==> src/rtl/adc_seq.sv <==
`timescale 1ns/1ps
module adc_seq (
  input  logic       clk,
  input  logic       rst_n,
  input  logic       host_wr,
  input  logic       host_rd,
  input  logic [7:0] host_wdata,
  output logic [7:0] host_rdata,
  input  logic       trig_a,
  input  logic       trig_b,
  output logic       conv_start,
  output logic [2:0] conv_chan,
  input  logic       conv_done,
  output logic       irq
);
  localparam int SEL_W = 3;

  logic             flag, ie, go, scan, armed, busy;
  logic [SEL_W-1:0] sel, idx;
  logic             wdata_unused;

  assign wdata_unused = host_wdata[4];

  wire stop    = host_wr & ~host_wdata[5] & go;
  wire launch  = ~go & (host_wr ? host_wdata[5] : (trig_a | trig_b));
  wire accept  = busy & conv_done & ~stop;
  wire last    = ~scan | (idx == sel);
  wire end_evt = accept & last;
  wire clr     = host_wr & ~host_wdata[7] & armed;

  assign conv_start = go & ~busy;
  assign conv_chan  = scan ? idx : sel;
  assign irq        = flag & ie;
  assign host_rdata = {flag, ie, go, 1'b0, scan, sel};

  always_ff @(posedge clk) begin
    if (!rst_n) begin
      flag  <= 1'b0;
      ie    <= 1'b0;
      go    <= 1'b0;
      scan  <= 1'b0;
      sel   <= '0;
      armed <= 1'b0;
      busy  <= 1'b0;
      idx   <= '0;
    end else begin
      if (host_wr) ie <= host_wdata[6];
      if (host_wr && !go) {scan, sel} <= host_wdata[3:0];

      if (end_evt)  flag <= 1'b1;
      else if (clr) flag <= 1'b0;

      if (clr)                   armed <= 1'b0;
      else if (host_rd && flag)  armed <= 1'b1;

      if (stop)                  go <= 1'b0;
      else if (end_evt && !scan) go <= 1'b0;
      else if (launch)           go <= 1'b1;

      if (stop)            busy <= 1'b0;
      else if (conv_start) busy <= 1'b1;
      else if (accept)     busy <= 1'b0;

      if (stop || launch) idx <= '0;
      else if (accept)    idx <= last ? '0 : idx + 3'd1;
    end
  end
endmodule


==> config.mk <==
export PLATFORM = sky130hd
export DESIGN_NAME = adc_seq
export DESIGN_NICKNAME = d
export VERILOG_FILES = /design/src/rtl/adc_seq.sv
export SDC_FILE = /design/constraint.sdc
export NUM_CORES = 1
export LEC_CHECK = 0
export ABC_AREA = 1
export BUFFER_PORTS_ARGS = -buffer_cell sky130_fd_sc_hd__buf_4
export CAP_MARGIN = 40
export CORE_MARGIN = 8
export CORE_UTILIZATION = 40
export DETAILED_ROUTE_END_ITERATION = 7
export PLACE_DENSITY = 0.72
export SLEW_MARGIN = 20
export SYNTH_ARGS = -nofsm -noshare
export SYNTH_HDL_FRONTEND = slang
export SYNTH_SLANG_ARGS = --single-unit
==> constraint.sdc <==
create_clock -name clk -period 1.1 [get_ports clk]
set_clock_uncertainty 0.1 [all_clocks]
set_input_delay 0.11 -clock clk [delete_from_list [all_inputs] [get_ports clk]]
set_output_delay 0.11 -clock clk [all_outputs]
set_load 0.02 [all_outputs]
After elaboration in Yosys (flattened, before gate mapping)
Index checks and enable logic that the tools add are counted.

Register bits: 12. Input port bits: 15. Output and inout bits: 13. Word-level logic and storage cells: 48.

$add $sub $neg: 1. Equality and inequality tests: 1. Multiplexer cells: 7. Bitwise logic cells: 19. Reductions and logical operators: 12.

Operators by type and width (number): $and 1x1->1 (10); $not 1->1 (7); $mux 3 (2); $reduce_or 2->1 (3); $mux 1 (5); $reduce_bool 2->1 (2); $add 3x1->3 const B (1); $eq 3x3->1 (1); $logic_and 1x1->1 (3); $reduce_or 3->1 (1); $logic_not 1->1 (2); $or 1x1->1 (2); $logic_or 1x1->1 (1).

Longest topological paths before layout
Depth after elaboration: 8. Depth in mapped cells: 8. Depth with buffers taken out: 8.

Least setup slack after synthesis
OpenSTA, ideal clock, no wires.

Path type: flip-flop to output port. Start: register sel[1]. End: output conv_chan[1]. Arrival: 1020 ps. Data required time: 890 ps. Path slack: -130 ps. Stages on the path, launching flop included: 3. Buffers on the path: 0. Cells stage by stage: dfxtp_1 inv_1 o21ai_0.

Word-level cells in the longest chain between the ends: 1.

RTL lines: from (decl) (RTL line 19) `logic [SEL_W-1:0] sel, idx;`; from (signal assigned) (RTL line 48) `if (host_wr && !go) {scan, sel} <= host_wdata[3:0];`; $mux 3 (RTL line 32) `assign conv_chan = scan ? idx : sel;`; to (decl) (RTL line 12) `output logic [2:0] conv_chan,`.

No other way between the ends.

Worst setup path in the final report
Start: register scan. End: output conv_chan[1].

Word-level cells in the longest chain between the ends: 1.

RTL lines: from (decl) (RTL line 18) `logic flag, ie, go, scan, armed, busy;`; from (signal assigned) (RTL line 48); $mux 3 (RTL line 32).

No other way between the ends.

==> flow_metrics.env <==
export IMPL_status="complete, but fails checks"
export IMPL_violations="setup timing"
export IMPL_core_area_mm2=0.00151
export IMPL_hold_start="host_wdata[3]"
export IMPL_syn_area_um2=647
export IMPL_hold_violations=0
export IMPL_antenna_left=0
export IMPL_final_nets=150
export IMPL_syn_to_final_growth_pct=70.2
export IMPL_clkLatencyLatePin_ps=280
export IMPL_power_switching_mw=0.433
export IMPL_num_rows=14
export IMPL_ir_drop_uv=880
export IMPL_vias=734
export IMPL_yosysWarnings=0
export IMPL_cts_buffers=3
export IMPL_cts_sinks=12
export IMPL_cts_reportedPaths_clkPinSlew_ps=70
export IMPL_finalPower_mw=1.32
export IMPL_setup_viol=8
export IMPL_final_setup_worst_slack_ps=-114
export IMPL_port_buffer_count=25
export IMPL_netlist_top_cell_by_area="dfxtp_1"
export IMPL_pwr_share_clk_pct=27.3
export IMPL_grt_pass1_wl_um=3030
export IMPL_drtIter0Drc=9
export IMPL_die_area_mm2=0.00316
export IMPL_clock_path_buffers=2
export IMPL_die_h_um=56.2
export IMPL_synthesis_nets=114
export IMPL_path_class="reg -> out"
export IMPL_fin_util_pct=73.1
export IMPL_remaining_drc_errors=0
export IMPL_end_kind="primary output"
export IMPL_start_util_pct=42.9
export IMPL_start_kind="register"
export IMPL_htreeDepth=1
export IMPL_reg2reg_from="go"
export IMPL_grt_pass1_vias=698
export IMPL_antenna_found_initial=0
export IMPL_sw_frac_of_total_pct=32.8
export IMPL_pwr_share_seq_pct=38.4
export IMPL_die_w_um=56.2
export IMPL_grt_use_total_pct=11.7
export IMPL_detail_route_wl_per_cell_um=12.9
export IMPL_hold_slack_ps=19.0
export IMPL_syn_inst=98
export IMPL_overflow=0
export IMPL_drive_gt1_share_pct=54.1
export IMPL_p_int_mw=0.887
export IMPL_vias_per_cell=4.93
export IMPL_rsz0062_at_grt="true"
export IMPL_power_frac_comb_pct=34.3
export IMPL_synth_top_cell_area_share_pct=37.1
export IMPL_synth_seq_area_share_pct=37.1
export IMPL_powerDensity_mw_per_mm2=1200
export IMPL_fmax_mhz=823
export IMPL_cts_root_buf="clkbuf_4"
export IMPL_cp_required_ps=890
export IMPL_cp_startpoint="scan"
export IMPL_cp_data_arrival_time_ps=1000
export IMPL_ys_ff_latch=12
export IMPL_cts_tree="done"
export IMPL_diodes=0
export IMPL_synthDistinctLibCells=16
export IMPL_worstPathMaxFanout=5
export IMPL_final_area_mm2=0.00110
export IMPL_fill_cells=114
export IMPL_grt_max_degree=9
export IMPL_cap_violations=0
export IMPL_post_dp_hpwl_um=1250
export IMPL_finalCritPeriodShare_pct=110
export IMPL_synth_area_leaders="dfxtp_1 37%, nand2_1 15%, nor2_1 8.1%, o21ai_0 7.7%, inv_1 7.5%"
export IMPL_place_gp_congestion=0.758
export IMPL_drv_slew=0
export IMPL_syn_area_per_cell_um2=6.60
export IMPL_post_place_ws_ps=-1.43
export IMPL_hold_path_class="in -> reg"
export IMPL_timing_final_crit_period_ps=1210
export IMPL_leakagePower_nw=0.509
export IMPL_wl_um=1920
export IMPL_dpl_instance_area_um2=842
export IMPL_firstDrtPassIters=4
export IMPL_ioPinCount=28
per-layer routing:
layer / GRT usage (%) / wire, um
met1: 11.4 / 768
met2: 20.4 / 991
met3: 4.11 / 108
met4: 7.22 / 52
met5: 0 / 0
stage by stage:
step / TNS [ps] / std cells
finish: -662 / 149
global route: -1180 / 149
CTS: -767 / 149
detailed placement: -1.43 / 137
global placement: 0 / 137
floorplan: 0 / 98
cell type report:
type	count	area (um^2)	area share, %
timing repair buffer	36	308	28.0
tap	16	20.0	1.82
multi-input combinational	67	420	38.2
clock buffer	4	36.3	3.30
sequential	12	254	23.1
inverter	14	62.6	5.68
cells in the mapped netlist:
cell / number
inv_2: 1
xnor2_1: 1
dfxtp_1: 12
nand3_1: 2
conb_1: 1
buf_4: 5
o21ai_0: 10
nand2_1: 25
a21oi_1: 7
o21ai_1: 1
nor3b_1: 1
a21boi_0: 1
inv_1: 13
nand3_2: 3
ha_1: 1
nor2_1: 14
cells in the final DEF, fill, tap and decap left out, types with 2 or more instances in the layout:
cell type and count:
dfxtp_1 3, dfxtp_2 8, nand2_2 4, nor2_1 11, nand3_4 2, inv_2 2, inv_1 10, a21oi_2 4
nor2_2 2, nand3_2 2, o21ai_1 2, a21oi_1 3, buf_6 6, o21ai_2 7, buf_4 24, o21ai_0 2
nand2_1 19, dlygate4sd3_1 6, clkbuf_4 3, nand2_4 2
logic make-up after synthesis:
logic type | synth area share [%]
simple gates | 30.0
compound gates | 15.1
buf+inv | 13.9
flops | 37.1
xor+xnor | 1.35
fa+ha+maj | 1.93
other cells | 0.580
critical path, stage by stage, from the launching register on:
cell and delay, ps:
dfxtp_2 350, buf_6 120, nand2_2 40, o21ai_1 60, buf_4 150
final timing paths:
check,cells past startpoint,to,slack [ps]
max reg2reg,7,idx[1],-80
max,4,conv_chan[1],-110
min reg2reg,2,armed,390
min,3,scan,20
state kept, by name, summed over array words and instances, names as in the netlist:
| name | count |
|---|---|
| go | 1 |
| armed | 1 |
| busy | 1 |
| ie | 1 |
| scan | 1 |
| sel | 3 |
| flag | 1 |
| idx | 3 |
power groups by stage:
stage               clock (mW)  sequential (mW)  combinational (mW)
floorplan                    0            0.523               0.184
global placement             0            0.509               0.316
detailed placement           0            0.511               0.323
CTS                      0.374            0.503               0.401
global route             0.384            0.512               0.488
finish                   0.361            0.506               0.453
repair_timing:
action / in CTS / in global routing
pin swaps: 5 / 9
hold endpoints to repair: 5 / 0
setup endpoints to repair: 12 / 16
buffers inserted: 2 / 1
gates resized for setup: 28 / 27
hold buffers: 6 / 0
(Power assumes the default switching activity.)
